$ cat src/rtl/xirq_pkg.sv
package xirq_pkg;

    localparam int NCH = 4;
    localparam int MODE_W = 3;

    typedef enum logic [MODE_W-1:0] {
        TM_OFF  = 3'd0,
        TM_RISE = 3'd1,
        TM_FALL = 3'd2,
        TM_BOTH = 3'd3,
        TM_HIGH = 3'd4,
        TM_LOW  = 3'd5,
        TM_RSV6 = 3'd6,
        TM_RSV7 = 3'd7
    } trig_mode_e;

    typedef struct packed {
        trig_mode_e mode;
        logic       filt;
    } chan_cfg_t;

    typedef struct packed {
        logic edge_hit;
        logic lvl_hit;
    } trig_hit_t;

    function automatic logic is_level_mode(trig_mode_e m);
        return (m == TM_HIGH) || (m == TM_LOW);
    endfunction

    function automatic trig_hit_t classify(trig_mode_e m, logic cur, logic prev);
        trig_hit_t h;
        h = '0;
        unique case (m)
            TM_RISE: h.edge_hit = cur & ~prev;
            TM_FALL: h.edge_hit = ~cur & prev;
            TM_BOTH: h.edge_hit = cur ^ prev;
            TM_HIGH: h.lvl_hit  = cur;
            TM_LOW:  h.lvl_hit  = ~cur;
            default: h = '0;
        endcase
        return h;
    endfunction

endpackage

$ cat src/rtl/xirq_pin_sel.sv
module xirq_pin_sel #(
    parameter int NUM_PINS = 16,
    parameter int SELW     = $clog2(NUM_PINS)
) (
    input  logic [NUM_PINS-1:0] pin_i,
    input  logic [NUM_PINS-1:0] analog_i,
    input  logic [SELW-1:0]     idx_i,
    output logic                bit_o
);
    logic [NUM_PINS-1:0] eff;

    // analog pins present a constant high to the digital path
    assign eff = pin_i | analog_i;

    always_comb begin
        bit_o = 1'b0;
        if ({1'b0, idx_i} < (SELW+1)'(NUM_PINS))
            bit_o = eff[idx_i];
    end
endmodule

$ cat src/rtl/xirq_sync.sv
module xirq_sync (
    input  logic clk,
    input  logic rst,
    input  logic d_i,
    output logic q_o
);
    logic meta_q;
    logic sync_q;

    always_ff @(posedge clk) begin
        if (rst) begin
            meta_q <= 1'b0;
            sync_q <= 1'b0;
        end else begin
            meta_q <= d_i;
            sync_q <= meta_q;
        end
    end

    assign q_o = sync_q;

    p_sync_two_stage_r2: assert property (@(posedge clk) disable iff (rst)
        $past(meta_q) == q_o);
endmodule

$ cat src/rtl/xirq_filter.sv
module xirq_filter #(
    parameter int FILT_LEN = 4
) (
    input  logic clk,
    input  logic rst,
    input  logic smp_i,
    output logic lvl_o
);
    localparam int CNTW = (FILT_LEN > 2) ? $clog2(FILT_LEN) : 1;
    localparam logic [CNTW-1:0] CNT_MAX = CNTW'(FILT_LEN - 1);

    logic            cand_q;
    logic [CNTW-1:0] cnt_q;
    logic            lvl_q;
    logic            same;
    logic            run_ok;

    assign same   = (smp_i == cand_q);
    assign run_ok = same && (int'(cnt_q) >= FILT_LEN - 2);

    always_ff @(posedge clk) begin
        if (rst) begin
            cand_q <= 1'b0;
            cnt_q  <= CNT_MAX;
            lvl_q  <= 1'b0;
        end else begin
            cand_q <= smp_i;
            if (!same)
                cnt_q <= '0;
            else if (cnt_q != CNT_MAX)
                cnt_q <= cnt_q + 1'b1;
            if (run_ok)
                lvl_q <= smp_i;
        end
    end

    assign lvl_o = lvl_q;

    // the filtered level only ever moves to the value just sampled
    p_filter_follows_r9: assert property (@(posedge clk) disable iff (rst)
        (lvl_q != $past(lvl_q)) |-> (lvl_q == $past(smp_i)));
    // a sample that differs from the previous one can never be accepted at once
    p_filter_reject_r9: assert property (@(posedge clk) disable iff (rst)
        (smp_i != cand_q) |=> $stable(lvl_q));
endmodule

$ cat src/rtl/xirq_chan.sv
module xirq_chan
    import xirq_pkg::*;
#(
    parameter int FILT_LEN = 4
) (
    input  logic      clk,
    input  logic      rst,
    input  chan_cfg_t cfg_i,
    input  logic      raw_i,
    input  logic      clr_i,
    output logic      flag_o
);
    logic      sync_lvl;
    logic      filt_lvl;
    logic      cur_lvl;
    logic      prev_q;
    logic      flag_q;
    trig_hit_t hit;
    logic      set_ev;

    xirq_sync u_sync (
        .clk (clk),
        .rst (rst),
        .d_i (raw_i),
        .q_o (sync_lvl)
    );

    xirq_filter #(.FILT_LEN(FILT_LEN)) u_filt (
        .clk   (clk),
        .rst   (rst),
        .smp_i (sync_lvl),
        .lvl_o (filt_lvl)
    );

    assign cur_lvl = cfg_i.filt ? filt_lvl : sync_lvl;
    assign hit     = classify(cfg_i.mode, cur_lvl, prev_q);
    // edge events beat a clear; level requests yield to it for one cycle
    assign set_ev  = hit.edge_hit | (hit.lvl_hit & ~clr_i);

    always_ff @(posedge clk) begin
        if (rst) begin
            prev_q <= 1'b0;
            flag_q <= 1'b0;
        end else begin
            prev_q <= cur_lvl;
            flag_q <= set_ev | (flag_q & ~clr_i);
        end
    end

    assign flag_o = flag_q;

    p_set_wins_r7: assert property (@(posedge clk) disable iff (rst)
        (hit.edge_hit && clr_i) |=> flag_q);
    p_clear_r6: assert property (@(posedge clk) disable iff (rst)
        (clr_i && !hit.edge_hit) |=> !flag_q);
    p_level_rearm_r8: assert property (@(posedge clk) disable iff (rst)
        (is_level_mode(cfg_i.mode) && hit.lvl_hit && !clr_i) |=> flag_q);
    p_disabled_r5: assert property (@(posedge clk) disable iff (rst)
        ((cfg_i.mode == TM_OFF || cfg_i.mode == TM_RSV6 || cfg_i.mode == TM_RSV7)
         && !flag_q) |=> !flag_q);
    p_hold_r6: assert property (@(posedge clk) disable iff (rst)
        (flag_q && !clr_i) |=> flag_q);
endmodule

$ cat src/rtl/xirq_ctrl.sv
module xirq_ctrl
    import xirq_pkg::*;
#(
    parameter int NUM_PINS = 16,
    parameter int FILT_LEN = 4,
    parameter int PIN_A    = 0,
    parameter int PIN_B    = 1,
    parameter int SELW     = $clog2(NUM_PINS)
) (
    input  logic                    clk,
    input  logic                    rst,
    input  logic [NUM_PINS-1:0]     pin_i,
    input  logic [NUM_PINS-1:0]     pin_analog_i,
    input  logic [NCH*MODE_W-1:0]   mode_i,
    input  logic [NCH-1:0]          filt_en_i,
    input  logic [SELW-1:0]         sel_c_i,
    input  logic [SELW-1:0]         sel_d_i,
    input  logic                    clr_we_i,
    input  logic [NCH-1:0]          clr_mask_i,
    output logic [NCH-1:0]          irq_o
);
    logic [SELW-1:0] ch_idx [NCH];
    logic [NCH-1:0]  ch_raw;
    logic [NCH-1:0]  ch_clr;
    chan_cfg_t       ch_cfg [NCH];

    for (genvar i = 0; i < NCH; i++) begin : g_ch
        if (i == 0) begin : g_fix_a
            assign ch_idx[i] = SELW'(PIN_A);
        end else if (i == 1) begin : g_fix_b
            assign ch_idx[i] = SELW'(PIN_B);
        end else if (i == 2) begin : g_sel_c
            assign ch_idx[i] = sel_c_i;
        end else begin : g_sel_d
            assign ch_idx[i] = sel_d_i;
        end

        assign ch_cfg[i].mode = trig_mode_e'(mode_i[MODE_W*i +: MODE_W]);
        assign ch_cfg[i].filt = filt_en_i[i];
        assign ch_clr[i]      = clr_we_i & clr_mask_i[i];

        xirq_pin_sel #(.NUM_PINS(NUM_PINS), .SELW(SELW)) u_sel (
            .pin_i    (pin_i),
            .analog_i (pin_analog_i),
            .idx_i    (ch_idx[i]),
            .bit_o    (ch_raw[i])
        );

        xirq_chan #(.FILT_LEN(FILT_LEN)) u_chan (
            .clk    (clk),
            .rst    (rst),
            .cfg_i  (ch_cfg[i]),
            .raw_i  (ch_raw[i]),
            .clr_i  (ch_clr[i]),
            .flag_o (irq_o[i])
        );
    end

    p_reset_clear_r1: assert property (@(posedge clk)
        $past(rst) |-> (irq_o == '0));
    p_no_mask_no_clear_r6: assert property (@(posedge clk) disable iff (rst)
        (!clr_we_i) |=> ((irq_o & $past(irq_o)) == $past(irq_o)));
endmodule

$ cat config.mk
export PLATFORM = sky130hd
export DESIGN_NAME = xirq_ctrl
export DESIGN_NICKNAME = d
export VERILOG_FILES = /design/src/rtl/xirq_pkg.sv /design/src/rtl/xirq_pin_sel.sv /design/src/rtl/xirq_sync.sv /design/src/rtl/xirq_filter.sv /design/src/rtl/xirq_chan.sv /design/src/rtl/xirq_ctrl.sv
export SDC_FILE = /design/constraint.sdc
export NUM_CORES = 1
export LEC_CHECK = 0
export CAP_MARGIN = 15
export CORE_MARGIN = 3
export CORE_UTILIZATION = 31
export CTS_CLUSTER_DIAMETER = 100
export DETAILED_ROUTE_END_ITERATION = 7
export GPL_ROUTABILITY_DRIVEN = 0
export PLACE_DENSITY = 0.7
export SYNTH_ARGS = -nofsm -noshare
export SYNTH_HDL_FRONTEND = slang
export SYNTH_SLANG_ARGS = --single-unit
$ cat constraint.sdc
create_clock -name clk -period 1.5 [get_ports clk]
set_input_delay 0.3 -clock clk [delete_from_list [all_inputs] [get_ports clk]]
set_output_delay 0.3 -clock clk [all_outputs]
set_load 0.01 [all_outputs]
Word-level counts from Yosys, hierarchy flattened
Index checks and enable logic that the tools add are counted.
{"block": "word_totals", "ff_bits": 32, "wordCells": 143, "input_bits": 63}
{"block": "classes", "n_eq_ne": 32, "add_sub_neg": 4, "reduce_logical": 4, "bitwise": 45, "mux": 24, "n_lt_le_gt_ge": 6}
{"operator": "3-bit by 2-bit == test with 1-bit output (second input constant)", "count": 8}
{"operator": "3-bit == test (second input constant)", "count": 8}
{"operator": "1-bit bitwise AND", "count": 20}
{"operator": "2-bit 2-to-1 mux", "count": 8}
{"operator": "16-bit OR", "count": 1}
{"operator": "3-bit by 1-bit == test with 1-bit output (second input constant)", "count": 4}
{"operator": "1-bit NOT", "count": 12}
{"operator": "1-bit case mux with 3 select lines", "count": 4}
{"operator": "4-bit by 5-bit less-than comparator with 1-bit output (second input constant)", "count": 2}
{"operator": "2-bit by 1-bit adder with 2-bit output (second input constant)", "count": 4}
{"operator": "1-bit binary-select mux with 4-bit select", "count": 2}
{"operator": "2-bit >= comparator (second input constant)", "count": 4}
{"operator": "2-bit by 1-bit inequality test with 1-bit output (second input constant)", "count": 4}
{"operator": "2-bit inequality test (second input constant)", "count": 4}
{"operator": "1-bit OR", "count": 8}
{"operator": "1-bit case mux with 2 select lines", "count": 4}
{"operator": "1-bit 2-to-1 mux", "count": 6}
{"operator": "1-bit == test", "count": 4}
{"operator": "1-bit logical AND", "count": 4}
{"operator": "1-bit XOR", "count": 4}

Longest topological paths before layout
{"block": "logic_depth", "depth_word": 6, "depth_mapped": 7, "mapped_depth_nobuf": 7}

Hierarchy
From an unflattened synthesis, not the netlist that was laid out.
{"block": "unflattened", "cells_unflattened": 286, "area_unflattened_um2": 2394.8}
{"mod": "xirq_pin_sel", "seq_area_each_um2": 0.0, "area_per_inst_um2": 198.9, "n_inst": 4, "cells_per_inst": 31}
{"mod": "xirq_filter", "seq_area_each_um2": 80.1, "area_per_inst_um2": 191.4, "n_inst": 4, "cells_per_inst": 18}
{"mod": "xirq_chan", "seq_area_each_um2": 40.0, "area_per_inst_um2": 147.6, "n_inst": 4, "cells_per_inst": 17}
{"mod": "xirq_sync", "seq_area_each_um2": 40.0, "area_per_inst_um2": 52.6, "n_inst": 4, "cells_per_inst": 4}
{"mod": "xirq_ctrl", "seq_area_each_um2": 0.0, "area_per_inst_um2": 32.5, "n_inst": 1, "cells_per_inst": 6}

Least setup slack after synthesis
OpenSTA, ideal clock, no wires.
{"block": "synth_path", "path_kind": "input to register", "startpoint": "in filt_en_i[1]", "endpoint": "reg g_ch[1].u_chan.flag_q", "setup_slack_ps": 69, "setup_ps": 75, "t_required_ps": 1425, "cell_stages": 7, "arrival_time_ps": 1357, "cell_sequence": "mux2i_1 -> inv_1 -> ha_1 -> nor2b_1 -> o21ai_0 -> a21o_1 -> a31oi_1"}
{"block": "synth_via", "elab_chain_len": 6}
{"item": "start: declaration", "line": "xirq_ctrl.sv:15", "text": "input logic [NCH-1:0] filt_en_i,"}
{"item": "1-bit 2-to-1 mux (*)", "line": "xirq_chan.sv:35", "text": "assign cur_lvl = cfg_i.filt ? filt_lvl : sync_lvl;"}
{"item": "named net g_ch[1].u_chan.cur_lvl", "line": "xirq_chan.sv:15", "text": "logic cur_lvl;"}
{"item": "1-bit NOT", "line": "xirq_pkg.sv:36, xirq_pkg.sv:39"}
{"item": "1-bit bitwise AND or 1-bit case mux with 2 select lines (tied branches)", "line": "xirq_pkg.sv:36, xirq_pkg.sv:34"}
{"item": "1-bit case mux with 3 select lines or 1-bit bitwise AND (tied branches)", "line": "xirq_pkg.sv:34, xirq_chan.sv:38"}
{"item": "1-bit OR (*)", "line": "xirq_chan.sv:38", "text": "assign set_ev = hit.edge_hit | (hit.lvl_hit & ~clr_i);"}
{"item": "1-bit OR (*)", "line": "xirq_chan.sv:46", "text": "flag_q <= set_ev | (flag_q & ~clr_i);"}
{"item": "end signal: assignment", "line": "xirq_chan.sv:46"}
{"item": "end: declaration", "line": "xirq_chan.sv:17", "text": "logic flag_q;"}
Mark *: on every way through the listed nets, which the timed path passes. The rest lies on a longest branch.
A chain may end at the register's enable or synchronous reset.

Worst setup path in the final report
{"block": "layout_path", "startpoint": "in sel_d_i[2]", "endpoint": "reg g_ch[3].u_chan.u_sync.meta_q"}
{"block": "layout_via", "elab_chain_len": 2}
{"item": "start: declaration", "line": "xirq_ctrl.sv:17", "text": "input logic [SELW-1:0] sel_d_i,"}
{"item": "1-bit binary-select mux with 4-bit select", "line": "xirq_pin_sel.sv:18", "text": "bit_o = eff[idx_i];"}
{"item": "1-bit 2-to-1 mux (not written as such)", "line": "xirq_pin_sel.sv:18"}
{"item": "end signal: assignment", "line": "xirq_sync.sv:15", "text": "meta_q <= d_i;"}
{"item": "end: declaration", "line": "xirq_sync.sv:7", "text": "logic meta_q;"}
Every way passes these cells. The select of a mux whose other input is x is not followed.

==> impl_metrics.toml <==
[power]
finalPower_mw = 2.66
leakagePower_nw = 1.23
p_per_area_nw_per_um2 = 920
vdd_drop_max_uv = 396

[status]
status = "finished clean"

[global_routing]
antenna_found_initial = 0
grt_pass1_vias = 1834
grt_first_pass_wirelength_um = 7390
track_usage_pct = 12.5
grt_max_degree = 11
grt_overflow_total = 0

[sta]
setup_tns_ns = 0
final_hold_viol_count = 0
max_freq_mhz = 682
fin_skew_ns = 0.00305
period_needed_ns = 1.47
fin_worst_hold_slack_ns = 0.434
finalSetupViolations = 0
maxSlewHeadroom_pct = 76.8
final_max_slew_viol_count = 0
grt_setup_unrepaired = "true"
worst_slew_pin_slew_ns = 0.348
timing.final.crit_share_pct = 97.8
setup_ws_ns = 0.0335

[yosys]
syn_nets = 314
ys_types = 29
ys_seq_area_share_pct = 33.4
syn_inst = 235
ys_ff_latch = 32
postSynthAreaPerCell_um2 = 8.16
synth_area_um2 = 1920
yosys_warnings = 0

[die]
core_um2 = 5960
row_count = 28
fp.dieW_um = 84.6
initial_core_util_pct = 32.2
die_y_um = 84.6
boundaryPins = 67
dieArea_um2 = 7160

[worst_setup_path]
cp-start-kind = "input port"
critPathMaxStageDelay_ns = 0.52
crit_slowest_cell = "clkdlybuf4s50_1"
critical_path_buf_inv_count = 2
path_class = "in2reg"
cp.required_ns = 1.67
crit_path_end_kind = "flop"
cp_cell_sequence = "clkdlybuf4s50_1, inv_1, a2111oi_2, nor4_1, o32ai_1"
critPathTopFamily = "buffers and inverters"
crit_path_max_fanout = 4
arrival_ns = 1.64

[finish]
areaGrowthSynthToFinish_pct = 51.0
multi_input_area_um2 = 1200
fin_util_pct = 48.6
n_antenna_cell = 0
fillCellCount = 591
layout-drive-gt1-share_pct = 13.2
postLayoutCellArea_um2 = 2900
stdcell_count = 393
seqCellArea_um2 = 646
layout.nets = 396

[drt]
drt-pass1-iter-count = 4
drt_iter0_markers = 72
routed_wl_um = 4420
routedWlPerCell_um = 11.3
drc_errors = 0
vias = 1874
via_per_inst = 4.77
drtAntennaViolNets = 0

[clock_network]
root_buffer = "clkbuf_8"
clkTransAtPathRegs_ns = 0.06
clock-sinks = 32
cts_tree = "done"
clk_latency_ns = 0.28
cts_buffer_depth = 2
holdBufCountCts = 0
numCtsBuffers = 5
htree_levels = 2

[place]
pre_cts_slack_ns = -0.436
port_buffers = 66
place_inst = 383
detailed_place_hpwl_um = 3620
dpl_cell_area_um2 = 2730

[flow_run]
drv_cap = 0

[hold_path]
hold_path.class = "reg2reg"
==> final cells by class <==
| class | instances | share of cell area (%) |
|---|---|---|
| clock buffer | 8 | 3.11 |
| timing repair buffer | 84 | 27.3 |
| tap | 75 | 3.24 |
| inverter | 21 | 2.72 |
| multi-input combinational | 173 | 41.4 |
| sequential | 32 | 22.3 |
==> report_power, final <==
part           leakage [nW]  total (mW)  switching (mW)  internal (mW)
combinational         0.923       0.912           0.410          0.502
clock                0.0455       0.662           0.288          0.373
sequential            0.265        1.09           0.111          0.978
==> layout by cell type, fill, tap and decap left out, types with 2 or more instances in the layout <==
| cell | count |
|---|---|
| a21oi_1 | 12 |
| mux2i_1 | 2 |
| nand4b_1 | 2 |
| buf_4 | 18 |
| ha_1 | 16 |
| inv_1 | 19 |
| a31oi_1 | 4 |
| a21o_1 | 2 |
| inv_2 | 2 |
| dfxtp_1 | 30 |
| o21ai_1 | 2 |
| clkbuf_8 | 6 |
| nor4_1 | 2 |
| nand3b_1 | 2 |
| clkdlybuf4s50_1 | 49 |
| dlygate4sd2_1 | 13 |
| o21ai_0 | 12 |
| nand2_1 | 30 |
| a2111oi_1 | 3 |
| o32ai_1 | 3 |
| a2111oi_2 | 3 |
| nor2_1 | 21 |
| or2_1 | 4 |
| nor3_1 | 11 |
| mux4_2 | 2 |
| xnor2_1 | 12 |
| or2_2 | 2 |
| dlymetal6s2s_1 | 4 |
| nor2b_1 | 16 |
| clkbuf_1 | 2 |
==> layer usage <==
layer | up-vias | wire, um | global-route usage, %
li1 | 968 | - | -
met2 | 68 | 2100 | 21.1
met1 | 830 | 1900 | 14.8
met3 | 8 | 357 | 4.32
met5 | - | 0 | 0
met4 | 0 | 65 | 3.88
==> synthesized netlist by cell type (all sizes together) <==
library cell	n	area, um2
a31oi	4	25.0
nor4	2	12.5
o22ai	2	18.8
nand2	30	113
ha	16	200
o21ai	14	70.1
mux4	2	45.0
nor2	21	78.8
o311ai	2	17.5
clkbuf	3	11.3
a211oi	2	15.0
nand3b	2	15.0
nor3	12	60.1
a21o	2	15.0
or2	6	37.5
nand4b	2	17.5
a21oi	12	60.1
xnor2	12	105
mux2i	4	40.0
buf	6	52.6
o32ai	4	35.0
dfxtp	32	641
a2111oi	6	52.6
inv	21	78.8
nor2b	16	100
==> state kept, by name, indices dropped and copies added, names as in the netlist <==
register	cells
g_ch.u_chan.flag_o	4
g_ch.u_chan.prev_q	4
g_ch.u_chan.u_filt.cand_q	4
g_ch.u_chan.u_filt.cnt_q	8
g_ch.u_chan.u_filt.lvl_o	4
g_ch.u_chan.u_sync.meta_q	4
g_ch.u_chan.u_sync.q_o	4
==> worst paths after layout <==
check / slack (ns) / to / from / cells after the start
max reg2reg: 0.10 / g_ch[0].u_chan.flag_o / g_ch[0].u_chan.u_sync.q_o / 6
max: 0.03 / g_ch[3].u_chan.u_sync.meta_q / sel_d_i[2] / 5
min: 0.43 / g_ch[0].u_chan.u_sync.q_o / g_ch[0].u_chan.u_sync.meta_q / 1
min reg2reg: 0.43 / g_ch[0].u_chan.u_sync.q_o / g_ch[0].u_chan.u_sync.meta_q / 1
==> repair_timing <==
action	in CTS	in global routing
setup buffers	1	1
gates resized for setup	27	15
setup endpoints to repair	6	6
pin swaps	17	6
==> cells by family after synthesis <==
family / after synthesis / synth area share (%)
muxes: 6 / 4.44
AOI/OAI and AO/OA: 48 / 16.1
adders and majority gates: 16 / 10.4
and+or+nand+nor: 91 / 22.7
buffers and inverters: 30 / 7.44
xor gates and xnor gates: 12 / 5.48
DFF: 32 / 33.4
Power figures use the tool's default switching activity.
